[src/rtl/qdr_burst_wr_pkg.sv]
package qdr_burst_wr_pkg;
    localparam int unsigned WORDS_PER_BURST = 4;
    localparam int unsigned BUF_DEPTH       = 4;
endpackage

[src/rtl/qdr_burst_wr_fifo.sv]
module qdr_burst_wr_fifo #(
    parameter int unsigned WIDTH = 8,
    parameter int unsigned DEPTH = 4
) (
    input  logic             clk,
    input  logic             rst_n,
    input  logic             push,
    input  logic             pop,
    input  logic [WIDTH-1:0] din,
    output logic [WIDTH-1:0] dout,
    output logic             full,
    output logic             empty
);
    localparam int unsigned PW = (DEPTH > 1) ? $clog2(DEPTH) : 1;
    localparam int unsigned CW = $clog2(DEPTH + 1);

    typedef struct packed {
        logic [PW-1:0] wr;
        logic [PW-1:0] rd;
        logic [CW-1:0] cnt;
    } fifo_st_t;

    fifo_st_t st_d, st_q;
    logic [WIDTH-1:0] mem_q [DEPTH];
    logic do_push, do_pop;

    assign full    = (st_q.cnt == CW'(DEPTH));
    assign empty   = (st_q.cnt == '0);
    assign do_push = push && !full;
    assign do_pop  = pop && !empty;
    assign dout    = mem_q[st_q.rd];

    always_comb begin
        st_d = st_q;
        if (do_push) st_d.wr = (st_q.wr == PW'(DEPTH - 1)) ? '0 : st_q.wr + 1'b1;
        if (do_pop)  st_d.rd = (st_q.rd == PW'(DEPTH - 1)) ? '0 : st_q.rd + 1'b1;
        if (do_push && !do_pop)      st_d.cnt = st_q.cnt + 1'b1;
        else if (do_pop && !do_push) st_d.cnt = st_q.cnt - 1'b1;
    end

    always_ff @(posedge clk) begin
        if (!rst_n) st_q <= '0;
        else        st_q <= st_d;
    end

    always_ff @(posedge clk) begin
        if (do_push) mem_q[st_q.wr] <= din;
    end
endmodule

[src/rtl/qdr_burst_wr_serdes.sv]
module qdr_burst_wr_serdes #(
    parameter int unsigned ADDR_W       = 18,
    parameter int unsigned DATA_W       = 18,
    parameter int unsigned BW_W         = 2,
    parameter int unsigned BURST_CYCLES = 2
) (
    input  logic                clk,
    input  logic                rst_n,
    input  logic                have_item,
    input  logic [ADDR_W-1:0]   in_addr,
    input  logic [4*DATA_W-1:0] in_data,
    input  logic [4*BW_W-1:0]   in_bw_n,
    output logic                pop,
    output logic                ws_n,
    output logic [ADDR_W-1:0]   addr,
    output logic [DATA_W-1:0]   d_rise,
    output logic [DATA_W-1:0]   d_fall,
    output logic [BW_W-1:0]     bw_rise_n,
    output logic [BW_W-1:0]     bw_fall_n
);
    localparam int unsigned CW = (BURST_CYCLES > 2) ? $clog2(BURST_CYCLES) : 1;

    typedef struct packed {
        logic                busy;
        logic [CW-1:0]       beat;
        logic [2*DATA_W-1:0] hold_d;
        logic [2*BW_W-1:0]   hold_bw;
        logic                ws_n;
        logic [ADDR_W-1:0]   addr;
        logic [DATA_W-1:0]   d_rise;
        logic [DATA_W-1:0]   d_fall;
        logic [BW_W-1:0]     bw_rise_n;
        logic [BW_W-1:0]     bw_fall_n;
    } ser_st_t;

    ser_st_t st_d, st_q;
    logic    last_beat;

    assign last_beat = (st_q.beat == CW'(BURST_CYCLES - 1));

    always_comb begin
        st_d           = st_q;
        pop            = 1'b0;
        st_d.ws_n      = 1'b1;
        st_d.addr      = '0;
        st_d.d_rise    = '0;
        st_d.d_fall    = '0;
        st_d.bw_rise_n = '1;
        st_d.bw_fall_n = '1;
        if ((!st_q.busy || last_beat) && have_item) begin
            pop            = 1'b1;
            st_d.busy      = 1'b1;
            st_d.beat      = '0;
            st_d.ws_n      = 1'b0;
            st_d.addr      = in_addr;
            st_d.d_rise    = in_data[0 +: DATA_W];
            st_d.d_fall    = in_data[DATA_W +: DATA_W];
            st_d.bw_rise_n = in_bw_n[0 +: BW_W];
            st_d.bw_fall_n = in_bw_n[BW_W +: BW_W];
            st_d.hold_d    = in_data[2*DATA_W +: 2*DATA_W];
            st_d.hold_bw   = in_bw_n[2*BW_W +: 2*BW_W];
        end else if (st_q.busy) begin
            if (last_beat) begin
                st_d.busy = 1'b0;
            end else begin
                st_d.beat = st_q.beat + 1'b1;
                if (st_q.beat == '0) begin
                    st_d.d_rise    = st_q.hold_d[0 +: DATA_W];
                    st_d.d_fall    = st_q.hold_d[DATA_W +: DATA_W];
                    st_d.bw_rise_n = st_q.hold_bw[0 +: BW_W];
                    st_d.bw_fall_n = st_q.hold_bw[BW_W +: BW_W];
                end
            end
        end
    end

    always_ff @(posedge clk) begin
        if (!rst_n) begin
            st_q           <= '0;
            st_q.ws_n      <= 1'b1;
            st_q.bw_rise_n <= '1;
            st_q.bw_fall_n <= '1;
        end else begin
            st_q <= st_d;
        end
    end

    assign ws_n      = st_q.ws_n;
    assign addr      = st_q.addr;
    assign d_rise    = st_q.d_rise;
    assign d_fall    = st_q.d_fall;
    assign bw_rise_n = st_q.bw_rise_n;
    assign bw_fall_n = st_q.bw_fall_n;
endmodule

[src/rtl/qdr_burst_wr_fmt.sv]
module qdr_burst_wr_fmt #(
    parameter int unsigned ADDR_W       = 18,
    parameter int unsigned DATA_W       = 18,
    parameter int unsigned BYTE_W       = 9,
    parameter int unsigned BURST_CYCLES = 2
) (
    input  logic                                clk,
    input  logic                                rst_n,
    output logic                                usr_tick,
    input  logic                                req_valid,
    input  logic [ADDR_W-1:0]                   req_addr,
    input  logic [4*DATA_W-1:0]                 req_data,
    input  logic [4*(DATA_W/BYTE_W)-1:0]        req_bw_n,
    output logic                                req_full,
    output logic                                push_err,
    output logic                                mem_ws_n,
    output logic [ADDR_W-1:0]                   mem_addr,
    output logic [DATA_W-1:0]                   mem_d_rise,
    output logic [DATA_W-1:0]                   mem_d_fall,
    output logic [(DATA_W/BYTE_W)-1:0]          mem_bw_rise_n,
    output logic [(DATA_W/BYTE_W)-1:0]          mem_bw_fall_n
);
    import qdr_burst_wr_pkg::*;

    localparam int unsigned BW_W    = DATA_W / BYTE_W;
    localparam int unsigned ENTRY_W = ADDR_W + WORDS_PER_BURST * (DATA_W + BW_W);

    typedef struct packed {
        logic tick;
        logic err;
    } top_st_t;

    top_st_t st_d, st_q;
    logic    push, pop, buf_full, buf_empty;
    logic [ENTRY_W-1:0] entry_in, entry_out;

    assign push     = req_valid && st_q.tick && !buf_full;
    assign entry_in = {req_addr, req_data, req_bw_n};

    always_comb begin
        st_d      = st_q;
        st_d.tick = !st_q.tick;
        st_d.err  = req_valid && st_q.tick && buf_full;
    end

    always_ff @(posedge clk) begin
        if (!rst_n) st_q <= '0;
        else        st_q <= st_d;
    end

    qdr_burst_wr_fifo #(
        .WIDTH (ENTRY_W),
        .DEPTH (BUF_DEPTH)
    ) i_fifo (
        .clk   (clk),
        .rst_n (rst_n),
        .push  (push),
        .pop   (pop),
        .din   (entry_in),
        .dout  (entry_out),
        .full  (buf_full),
        .empty (buf_empty)
    );

    qdr_burst_wr_serdes #(
        .ADDR_W       (ADDR_W),
        .DATA_W       (DATA_W),
        .BW_W         (BW_W),
        .BURST_CYCLES (BURST_CYCLES)
    ) i_serdes (
        .clk       (clk),
        .rst_n     (rst_n),
        .have_item (!buf_empty),
        .in_addr   (entry_out[ENTRY_W-1 -: ADDR_W]),
        .in_data   (entry_out[4*BW_W +: 4*DATA_W]),
        .in_bw_n   (entry_out[0 +: 4*BW_W]),
        .pop       (pop),
        .ws_n      (mem_ws_n),
        .addr      (mem_addr),
        .d_rise    (mem_d_rise),
        .d_fall    (mem_d_fall),
        .bw_rise_n (mem_bw_rise_n),
        .bw_fall_n (mem_bw_fall_n)
    );

    assign usr_tick = st_q.tick;
    assign req_full = buf_full;
    assign push_err = st_q.err;
endmodule

[config.mk]
export PLATFORM = sky130hd
export DESIGN_NAME = qdr_burst_wr_fmt
export DESIGN_NICKNAME = d
export VERILOG_FILES = /design/src/rtl/qdr_burst_wr_pkg.sv /design/src/rtl/qdr_burst_wr_fifo.sv /design/src/rtl/qdr_burst_wr_serdes.sv /design/src/rtl/qdr_burst_wr_fmt.sv
export SDC_FILE = /design/constraint.sdc
export NUM_CORES = 1
export LEC_CHECK = 0
export BUFFER_PORTS_ARGS = -buffer_cell sky130_fd_sc_hd__buf_2
export CAP_MARGIN = 10
export CORE_MARGIN = 10
export CORE_UTILIZATION = 63
export DETAILED_ROUTE_END_ITERATION = 8
export GPL_ROUTABILITY_DRIVEN = 0
export MAX_ROUTING_LAYER = met4
export PLACE_DENSITY = 0.84
export SYNTH_ARGS = -nofsm -noshare
export SYNTH_HDL_FRONTEND = slang
export SYNTH_SLANG_ARGS = --single-unit
[constraint.sdc]
create_clock -name clk -period 8.2 [get_ports clk]
set_input_delay 1.23 -clock clk [delete_from_list [all_inputs] [get_ports clk]]
set_output_delay 1.23 -clock clk [all_outputs]
set_load 0.01 [all_outputs]
==> metrics.txt <==
status=finished clean; post-synthesis cell area=between 15,000 and 20,000 um2; Overflow after GRT=0; slew margin rel.=0.237; Adder-Cell Fraction of Synth Area=0.00527; Clock Latency Late Sink=around 0.56 ns; P per Cell Area=approximately 330 nW/um2; clk slew on worst S/H paths=around 0.060 ns; setup repair after global routing missed its margin=false; Hold Path Class=reg -> reg; Detailed Routing Iterations Pass 1=5; share of the yosys chip area belonging to registers=0.777; design area=a little over 20,000 um2; Worst setup SP type=primary input; Final Hold Violating Endpoints=0; Root Driver=clkbuf_16; post-synthesis mux area share=0.123; GRT Total Usage=0.205; CTS tree=built; Area after DPL=18,800 um2; Ys Warns=0; min Tclk post-route=between 3 and 4 ns; Avg Vias per Cell=about 6; Synth Area in Simple Gates=0.0132; number of global-route vias before repair=around 9,000; die height=189 um; Slew Viols, Final=0; Core Area=approximately 28,000 um2; Max Cap Viol=0; DRT iter0 DRCs=around 650; cts hold-fix bufs=0; wire length per cell=25.3 um; Setup Total Neg Slack=0 ns; most frequent cells in the layout=edfxtp_1, buf_2, dfxtp_1; Final Cycle Share=0.373; Setup Skew=slightly above 0.02 ns; worst slack at placement=4.59 ns; DR vias=8,432; Compound-Gate Fraction of Synth Area=0.0431; row cnt=61; most common cell after layout, fill and taps aside=edfxtp_1; worst-case clock buffer depth=3; HPWL after DPL=~20 mm; Fin Hold WS=0.456 ns; WS Path Type=in -> reg; Max Fanout on Critical Path=62; Area Overhead vs Synth=13.2%; Least-Margin Pin Slew=~1.1 ns; PortBufs=~160; initial antenna violation count=8; Yosys cell types=32; Final WS setup=between 5 and 6 ns; CTS buffer count=between 40 and 50; Die X=189 um; Final setup viols=0; Post-CTS Resized=0; Leak Pwr=7.04 nW; crit path capture type=register; CP arrival=approximately 3.5 ns; Initial Util=0.644; NumNets Final=between 1,000 and 1,500; Post-Synth XOR/XNOR Area=0.000972; I/O pins=about 160; synthesized instance count=between 800 and 900; Mapped Nets=approximately 950; ratio of cells with drive above 1 in the final layout=0.346; first-pass GRT wire length=about 54 mm; Max VDD drop=0.238 mV; Synth Register Bits=slightly above 500; Setup Buffers After CTS=0; die area=around 36,000 um2; Syn Area/Cell=approximately 21 um2; largest net degree at the start of global routing=between 60 and 70; DRC=0; Req. time, crit path=8.65 ns; H-tree depth=2; main combinational cell family by area after synthesis=multiplexers; Num Clock Sinks=around 500; post-route ant nets=0; final WL=approximately 35 mm; fmax=327 MHz
[Yosys cell counts, drive strengths merged]
cell type | number | area share
inv | 4 | 0.00083
clkinv | 1 | 0.00021
or4 | 1 | 0.00042
dfxtp | 112 | 0.12
a21oi | 3 | 0.0010
nor2b | 1 | 0.00035
a22o | 78 | 0.038
xor2 | 2 | 0.00097
o22a | 4 | 0.0019
clkbuf | 14 | 0.0029
ha | 6 | 0.0042
nor3b | 2 | 0.00083
o21a | 3 | 0.0012
mux2i | 1 | 0.00056
o31ai | 1 | 0.00042
o21ai | 2 | 0.00056
and2 | 22 | 0.0076
fa | 1 | 0.0011
and4 | 1 | 0.00049
nand2 | 4 | 0.00083
or3 | 2 | 0.00069
edfxtp | 392 | 0.65
mux4 | 98 | 0.12
nand2b | 1 | 0.00035
buf | 83 | 0.033
nor2 | 7 | 0.0016
[registers in the layout, indices dropped and copies added, names as in the netlist, 2 cells and up, named ones only]
name	flops
i_fifo.mem_q	392
i_serdes.st_q	41
i_serdes.addr	18
i_serdes.d_fall	18
i_serdes.d_rise	18
i_fifo.st_q	7
i_serdes.bw_fall_n	2
i_serdes.bw_rise_n	2
[layer usage]
layer,GRT usage,vias up,wire length [um]
li1,-,3647,-
met1,0.240,4359,13700
met2,0.347,351,18500
met3,0.0397,75,2240
met4,0.0775,0,993
met5,-,-,0
[area by class of cell]
class / count / area, um2
clock buffers: 74 / 1410
inverters: 5 / 18.8
flip-flops and latches: 504 / 14000
clock inverters: 18 / 219
well taps: 378 / 473
fillers: 1585 / 7590
diodes: 9 / 22.5
multi-input cells: 240 / 3370
repair buffers: 171 / 878
[report_power, final]
part	internal [mW]	leakage, nW	total (mW)	switching [mW]
Clock	1.32	0.796	2.25	0.924
Combinational	0.618	1.77	1.21	0.595
Sequential	3.01	4.46	3.21	0.204
[critical path, stage by stage]
cell	delay, ns
buf_2	0.13
o31ai_1	0.13
nor2_4	0.72
buf_4	0.73
inv_1	0.23
o22a_1	0.26
[metrics by stage]
stage	power, mW	utilization	instances
after floorplan	4.23	-	846
final	6.67	0.729	1399
after global placement	4.44	0.670	1298
after detailed placement	4.48	0.670	1298
after global routing	6.94	0.729	1396
after CTS	6.73	0.728	1390
[worst paths after layout]
check / start / to / slack (ns) / cells after the start
worst min-delay path: usr_tick$_SDFF_PN0_ / usr_tick$_SDFF_PN0_ / 0.46 / 1
worst max-delay path: rst_n / i_serdes.bw_fall_n[0]$_SDFF_PN1_ / 5.14 / 6
worst min register to register: usr_tick$_SDFF_PN0_ / usr_tick$_SDFF_PN0_ / 0.46 / 1
worst max register to register: i_fifo.st_q[0]$_SDFFE_PN0P_ / i_fifo.mem_q[0][91]$_DFFE_PP_ / 5.40 / 4
[logic make-up (layout without fill, tap and decap cells)]
| logic type | count (synthesis) | in the layout |
|---|---|---|
| compound gates | 91 | 91 |
| xor+xnor | 2 | 2 |
| fa+ha+maj | 7 | 7 |
| buf+inv | 102 | 268 |
| flops | 504 | 504 |
| mux | 99 | 99 |
| other cells | 0 | 9 |
| simple gates | 41 | 41 |
Note: power is estimated with default switching activity, not from simulation.
